===== src/rtl/ee_pkg.sv =====
package ee_pkg;

    typedef enum logic [3:0] {
        S_IDLE,
        S_DEV,
        S_AHI,
        S_ALO,
        S_WDAT,
        S_ACK,
        S_RD,
        S_MACK,
        S_RNEXT,
        S_HOLD
    } ee_state_e;

    typedef struct packed {
        ee_state_e  st;
        ee_state_e  nxt;
        logic [3:0] cnt;
        logic [7:0] sh;
        logic [7:0] hi;
        logic       pull;
        logic       ack_on;
        logic       pend;
        logic       wr_inc;
        logic       we;
        logic [7:0] wdata;
        logic       commit;
    } ee_ctl_t;

    localparam logic [4:0] DEV_PREFIX = 5'b10100;

endpackage


===== src/rtl/ee_bus_events.sv =====
module ee_bus_events (
    input  logic clk,
    input  logic rst_n,
    input  logic scl_i,
    input  logic sda_i,
    output logic scl_rise,
    output logic scl_fall,
    output logic bus_start,
    output logic bus_stop
);
    logic scl_d, scl_q;
    logic sda_d, sda_q;

    always_comb begin
        scl_d = scl_i;
        sda_d = sda_i;
    end

    always_ff @(posedge clk or negedge rst_n) begin
        if (!rst_n) begin
            scl_q <= 1'b1;
            sda_q <= 1'b1;
        end else begin
            scl_q <= scl_d;
            sda_q <= sda_d;
        end
    end

    assign scl_rise  = scl_i & ~scl_q;
    assign scl_fall  = ~scl_i & scl_q;
    assign bus_start = scl_i & scl_q & sda_q & ~sda_i;
    assign bus_stop  = scl_i & scl_q & ~sda_q & sda_i;

endmodule


===== src/rtl/ee_word_ptr.sv =====
module ee_word_ptr #(
    parameter int ADDR_W = 15,
    parameter int PAGE_W = 6
) (
    input  logic              clk,
    input  logic              rst_n,
    input  logic              load,
    input  logic [ADDR_W-1:0] load_val,
    input  logic              inc_page,
    input  logic              inc_full,
    output logic [ADDR_W-1:0] ptr
);
    logic [ADDR_W-1:0] ptr_d, ptr_q;
    logic [ADDR_W-1:0] page_next;

    generate
        if (PAGE_W < ADDR_W) begin : g_paged
            assign page_next = {ptr_q[ADDR_W-1:PAGE_W], ptr_q[PAGE_W-1:0] + 1'b1};
        end else begin : g_flat
            assign page_next = ptr_q + 1'b1;
        end
    endgenerate

    always_comb begin
        ptr_d = ptr_q;
        if (load)          ptr_d = load_val;
        else if (inc_full) ptr_d = ptr_q + 1'b1;
        else if (inc_page) ptr_d = page_next;
    end

    always_ff @(posedge clk or negedge rst_n) begin
        if (!rst_n) ptr_q <= '0;
        else        ptr_q <= ptr_d;
    end

    assign ptr = ptr_q;

    // page increments keep the row bits
    a_r5_page_row_kept: assert property (@(posedge clk) disable iff (!rst_n)
        $past(inc_page && !load && !inc_full) |->
            ptr_q[ADDR_W-1:PAGE_W] == $past(ptr_q[ADDR_W-1:PAGE_W]));

    // full-array increment wraps from top to zero
    a_r10_array_wrap: assert property (@(posedge clk) disable iff (!rst_n)
        ($past(inc_full && !load) && $past(ptr_q) == {ADDR_W{1'b1}}) |->
            ptr_q == '0);

endmodule


===== src/rtl/i2c_eeprom_slave.sv =====
module i2c_eeprom_slave #(
    parameter int MEM_BYTES  = 32768,
    parameter int PAGE_BYTES = 64,
    localparam int ADDR_W    = $clog2(MEM_BYTES),
    localparam int PAGE_W    = $clog2(PAGE_BYTES)
) (
    input  logic              clk,
    input  logic              rst_n,
    input  logic              scl_i,
    input  logic              sda_i,
    output logic              sda_pull_o,
    input  logic [1:0]        addr_sel_i,
    input  logic              wp_i,
    input  logic              wr_busy_i,
    output logic [ADDR_W-1:0] mem_addr_o,
    input  logic [7:0]        mem_rdata_i,
    output logic              mem_wr_o,
    output logic [7:0]        mem_wdata_o,
    output logic              wr_commit_o
);
    import ee_pkg::*;

    logic scl_rise, scl_fall, bus_start, bus_stop;
    logic              ptr_load, inc_page, inc_full;
    logic [ADDR_W-1:0] ptr_val, ptr;
    logic [7:0]        rx_byte;
    ee_ctl_t           d, q;

    ee_bus_events u_ev (
        .clk       (clk),
        .rst_n     (rst_n),
        .scl_i     (scl_i),
        .sda_i     (sda_i),
        .scl_rise  (scl_rise),
        .scl_fall  (scl_fall),
        .bus_start (bus_start),
        .bus_stop  (bus_stop)
    );

    ee_word_ptr #(.ADDR_W(ADDR_W), .PAGE_W(PAGE_W)) u_ptr (
        .clk      (clk),
        .rst_n    (rst_n),
        .load     (ptr_load),
        .load_val (ptr_val),
        .inc_page (inc_page),
        .inc_full (inc_full),
        .ptr      (ptr)
    );

    assign rx_byte = {q.sh[6:0], sda_i};

    always_comb begin
        d        = q;
        d.we     = 1'b0;
        d.commit = 1'b0;
        ptr_load = 1'b0;
        ptr_val  = ADDR_W'({q.hi, rx_byte});
        inc_page = 1'b0;
        inc_full = 1'b0;

        if (bus_start) begin
            d.st     = S_DEV;
            d.cnt    = '0;
            d.pull   = 1'b0;
            d.ack_on = 1'b0;
            d.pend   = 1'b0;
            d.wr_inc = 1'b0;
        end else if (bus_stop) begin
            d.st     = S_IDLE;
            d.pull   = 1'b0;
            d.ack_on = 1'b0;
            d.commit = q.pend;
            d.pend   = 1'b0;
            d.wr_inc = 1'b0;
        end else begin
            unique case (q.st)
                S_DEV, S_AHI, S_ALO, S_WDAT: begin
                    if (scl_rise) begin
                        d.sh  = rx_byte;
                        d.cnt = q.cnt + 1'b1;
                        if (q.cnt == 4'd7) begin
                            d.cnt    = '0;
                            d.st     = S_ACK;
                            d.ack_on = 1'b0;
                            unique case (q.st)
                                S_DEV: begin
                                    if (rx_byte[7:3] == DEV_PREFIX &&
                                        rx_byte[2:1] == addr_sel_i && !wr_busy_i)
                                        d.nxt = rx_byte[0] ? S_RD : S_AHI;
                                    else
                                        d.st = S_IDLE;
                                end
                                S_AHI: begin
                                    d.hi  = rx_byte;
                                    d.nxt = S_ALO;
                                end
                                S_ALO: begin
                                    ptr_load = 1'b1;
                                    d.nxt    = S_WDAT;
                                end
                                default: begin
                                    d.nxt    = S_WDAT;
                                    d.wr_inc = 1'b1;
                                    if (!wp_i) begin
                                        d.we    = 1'b1;
                                        d.wdata = rx_byte;
                                        d.pend  = 1'b1;
                                    end
                                end
                            endcase
                        end
                    end
                end
                S_ACK: begin
                    if (scl_fall) begin
                        if (!q.ack_on) begin
                            d.ack_on = 1'b1;
                            d.pull   = 1'b1;
                            inc_page = q.wr_inc;
                            d.wr_inc = 1'b0;
                        end else begin
                            d.ack_on = 1'b0;
                            d.pull   = 1'b0;
                            d.st     = q.nxt;
                            d.cnt    = '0;
                            if (q.nxt == S_RD) begin
                                d.sh   = mem_rdata_i;
                                d.pull = ~mem_rdata_i[7];
                            end
                        end
                    end
                end
                S_RD: begin
                    if (scl_rise) begin
                        d.cnt = q.cnt + 1'b1;
                        if (q.cnt == 4'd7) inc_full = 1'b1;
                    end else if (scl_fall) begin
                        if (q.cnt == 4'd8) begin
                            d.pull = 1'b0;
                            d.st   = S_MACK;
                        end else begin
                            d.sh   = {q.sh[6:0], 1'b0};
                            d.pull = ~q.sh[6];
                        end
                    end
                end
                S_MACK: begin
                    if (scl_rise) d.st = sda_i ? S_HOLD : S_RNEXT;
                end
                S_RNEXT: begin
                    if (scl_fall) begin
                        d.st   = S_RD;
                        d.cnt  = '0;
                        d.sh   = mem_rdata_i;
                        d.pull = ~mem_rdata_i[7];
                    end
                end
                default: begin
                    d.pull = 1'b0;
                end
            endcase
        end
    end

    always_ff @(posedge clk or negedge rst_n) begin
        if (!rst_n) begin
            q <= '{st: S_IDLE, nxt: S_IDLE, cnt: '0, sh: '0, hi: '0,
                   pull: 1'b0, ack_on: 1'b0, pend: 1'b0, wr_inc: 1'b0,
                   we: 1'b0, wdata: '0, commit: 1'b0};
        end else begin
            q <= d;
        end
    end

    assign sda_pull_o  = q.pull;
    assign mem_addr_o  = ptr;
    assign mem_wr_o    = q.we;
    assign mem_wdata_o = q.wdata;
    assign wr_commit_o = q.commit;

    // data line only moves while the clock is low, unless a start or stop reset it
    a_r3_sda_moves_scl_low: assert property (@(posedge clk) disable iff (!rst_n)
        ($changed(sda_pull_o) && !$past(bus_start) && !$past(bus_stop)) |-> !scl_i);

    // each write strobe lasts a single cycle
    a_r4_strobe_single: assert property (@(posedge clk) disable iff (!rst_n)
        mem_wr_o |=> !mem_wr_o);

    // commit is a single-cycle pulse that follows a stop
    a_r6_commit_single: assert property (@(posedge clk) disable iff (!rst_n)
        wr_commit_o |-> ($past(bus_stop) && !$past(wr_commit_o)));

    // no strobe while protected
    a_r12_protect_blocks: assert property (@(posedge clk) disable iff (!rst_n)
        mem_wr_o |-> !$past(wp_i));

endmodule


===== config.mk =====
export PLATFORM = sky130hd
export DESIGN_NAME = i2c_eeprom_slave
export DESIGN_NICKNAME = d
export VERILOG_FILES = /design/src/rtl/ee_pkg.sv /design/src/rtl/ee_bus_events.sv /design/src/rtl/ee_word_ptr.sv /design/src/rtl/i2c_eeprom_slave.sv
export SDC_FILE = /design/constraint.sdc
export NUM_CORES = 1
export LEC_CHECK = 0
export BUFFER_PORTS_ARGS = -buffer_cell sky130_fd_sc_hd__buf_2
export CAP_MARGIN = 10
export CORE_MARGIN = 1
export CORE_UTILIZATION = 42
export DETAILED_ROUTE_END_ITERATION = 10
export PLACE_DENSITY = 0.63
export SLEW_MARGIN = 30
export SYNTH_ARGS = -nofsm -noshare
export SYNTH_HDL_FRONTEND = slang
export SYNTH_SLANG_ARGS = --single-unit
export TNS_END_PERCENT = 30

===== constraint.sdc =====
create_clock -name clk -period 4.39 [get_ports clk]
set_input_delay 0.2195 -clock clk [delete_from_list [all_inputs] [get_ports clk]]
set_output_delay 0.2195 -clock clk [all_outputs]
set_load 0.02 [all_outputs]

==> flow_summary.ini <==
[synth]
yosysSeqAreaShare_pct = 40.2
synth_enable_flop_cells = 0
async_reset_ff_share_pct = 100
post-synth-top-area-cell = dfrtp_1
syn-mean-instance-area_sq_um = 9.77
post_synth_num_cell_types = 74
ys_ff_latch = 56
ys.warnings.count = 0
yosys-top-cells-area = dfrtp_1 39%, mux2_2 8.4%, nand2_1 3.3%
synth_ff_type = dfrtp_1
synthCells = 357
synthDominantCellAreaShare_pct = 38.7
cell_area_after_synthesis_sq_mm = 0.00349
syn_nets = 376

[global_routing]
gr-usage-all-layers_pct = 21.4
first_pass_grt_wire_length_mm = 14.5
grt_start_max_net_pins = 57
grt_antenna_before_repair = 0
grt_pass1_vias = 2749
overflow_after_grt = 0

[die]
die-width_um = 93.2
placeable_area_sq_mm = 0.00789
dieArea_sq_mm = 0.00868
placement_rows = 32
die_height_um = 93.2
floorplan.io_pins = 42
floorplan.initialDensity_pct = 44.2

[sta]
setup_violations = 0
grt_setup_unrepaired = no
count_of_endpoints_failing_hold_in_the_final_timing_report = 0
final-max-slew-violation-count = 0
min_period_ns = 2.70
timing.slew.headroom_pct = 42.8
worst_slack_ns = 1.69
post-route-period-util_pct = 61.5
finClkSkew_ns = 0.0110
fin_setup_tns_ns = 0
fmaxAchievable_ghz = 0.370
worstMarginPinSlew_ns = 0.850

[critical_path]
crit_fanout = 21
setup.worst_path.start = q[41]
worstPathBufferInverterCount = 0
worst_r2r_endpoint = q[30]
arrival_ns = 2.96
critical-path-top-delay-family = compound AO/OA/AOI/OAI gates
worstSetupPathType = reg -> reg
cp.depth = 5
cp-start-kind = flop
reg2reg_slack_ns = 1.69
r2r_start = q[41]
critPathSlowestCell = dfrtp_1
cp_data_required_time_ns = 4.65
worst_setup_path_end_kind = flop
timing.critical_path.to = q[30]
reg2reg_depth = 5
crit_path_max_incr_delay_ns = 0.77
chain_of_cells_forming_the_critical_path = nand4bb_1 -> o21ai_0 -> a2111oi_4 -> nor4b_1 -> mux2_2

[run]
cap_viol_max_count = 0

[clock_tree]
cts_setup_buffers = 0
cts.path.max_buffers = 2
clk_pin_slew_worst_paths_ns = 0.10
number_of_gates_resized_after_cts = 0
cts_htree_levels = 2
clockRootBuffer = clkbuf_8
cts_hold_repair.buffers = 0
clkLatencyLatePin_ns = 0.31
cts_tree = done
cts_buffers = 5
cts.sink_count = 56

[pwr]
pwr_density_cell_mw_per_mm2 = 300
vdd_drop_max_mv = 0.151
power.share.combinational_pct = 21.2
switchingPower_mw = 0.376
sequentialPowerShare_pct = 53.2
clock_power_share_pct = 25.6
p_leak_nw = 1.69
internal-power_mw = 0.756
switching_share_pct = 33.2

[placed_design]
dp_slack_ns = 1.76
dp.cells = 476
post-dp-hpwl_mm = 6.20
numPortBuffers = 41
finalWeightedCongestion = 0.899
dpl_cell_area_sq_mm = 0.00368

[hold_path]
hold_class = in -> async

[finish]
final_net_count = 400
antenna_diode_count = 0
fillerInstances = 740
layout-area-overhead-vs-synth_pct = 8.14
final_core_utilization_pct = 47.8
drive_above_1_share_pct = 27.0
post_layout_nonfiller_instances = 484
postLayoutCellArea_sq_mm = 0.00377

[drt]
average_wire_length_per_cell_after_detail_routing_um = 18.2
detailedRoute.firstIterationViolations = 242
drt_drc_violations_left = 0
detail_route.vias_per_cell = 5.90
detailroute.via_count = 2855
detail_route.wirelength_mm = 8.80
drtAntennaViolNets = 0
first_pass_drt_iterations = 5

[status]
outcome = completed
## through the flow
| stage | power [mW] | hold WS [ns] |
|---|---|---|
| final | 1.13 | 0.0542 |
| after global routing | 1.19 | 0.0622 |
| after CTS | 1.14 | 0.0636 |
| after detailed placement | 0.850 | 0.396 |
| after global placement | 0.848 | 0.393 |
| after floorplan | 0.777 | -0.0761 |
## flip-flops by register name, indices dropped and copies added (netlist names)
| name | cells |
|---|---|
| u_ptr.ptr | 15 |
| u_ev.scl_q | 1 |
| ptr_val | 14 |
| u_ev.sda_q | 1 |
| wr_commit_o | 1 |
| q | 14 |
| sda_pull_o | 1 |
| mem_wdata_o | 8 |
| mem_wr_o | 1 |
## power by group through the flow
stage	clock [mW]	sequential (mW)	combinational, mW
4_1_cts	0.300	0.601	0.240
2_1_floorplan	0	0.582	0.195
3_5_place_dp	0	0.611	0.239
6_report	0.289	0.602	0.240
3_3_place_gp	0	0.610	0.238
5_1_grt	0.321	0.609	0.265
## cells by family (layout without fill, tap and decap cells)
| kind of cell | Yosys count | count (layout) | synth area share, % |
|---|---|---|---|
| simple gates | 126 | 126 | 21.3 |
| compound gates | 87 | 87 | 17.7 |
| flops | 56 | 56 | 40.2 |
| buf+inv | 42 | 67 | 6.74 |
| mux | 33 | 33 | 10.4 |
| xor+xnor | 10 | 10 | 2.51 |
| fa+ha+maj | 3 | 3 | 1.08 |
## per-layer routing
layer | global-route usage [%] | part of all wire, % | up-vias
li1 | - | - | 1356
met1 | 31.3 | 48 | 1385
met2 | 32.0 | 45 | 99
met3 | 3.41 | 5.0 | 15
met4 | 7.82 | 1.7 | 0
met5 | 0 | 0 | -
## layout by cell type, fill, tap and decap left out, types with 4 or more instances in the layout
cell        n
inv_1      13
nor3_1      8
mux2_2     26
nand4_1     6
a31oi_1     5
nand2_1    31
xnor2_1     9
o21ai_0    21
clkbuf_8    5
a22o_1      6
dfrtp_1    54
nand3b_1    4
and2_1      4
nand4bb_1   4
nand3_1    12
buf_4       4
nor2_1     20
mux2i_1     6
nand2b_1    4
buf_2      41
a21oi_1    23
## worst min path at each step
stage,to,start,depth (start not counted),slack (ns)
after floorplan,mem_wdata_o[0],rst_n,0,-0.08
after global placement,u_ev.scl_q,scl_i,1,0.39
after detailed placement,u_ev.scl_q,scl_i,1,0.40
after CTS,u_ev.scl_q,scl_i,1,0.06
after global routing,u_ev.scl_q,scl_i,1,0.06
final,u_ptr.ptr[0],rst_n,2,0.05
## final cells by class
type                       count  area [sq um]  area share, %
sequential                    56          1400           37.2
tap                          102           128           3.38
multi-input combinational    259          1870           49.5
timing repair buffer          45           235           6.23
clock inverter                 2          13.8          0.365
clock buffer                   6          72.6           1.92
inverter                      14          52.6           1.39
## synth_stat cells, drive strengths merged (9+ instances only)
master  number
inv         14
nor3        11
nand2       32
nand3       13
xnor2        9
o21ai       21
mux2        27
nor2        22
buf         26
a21oi       25
dfrtp       54
Power figures use the tool's default switching activity.
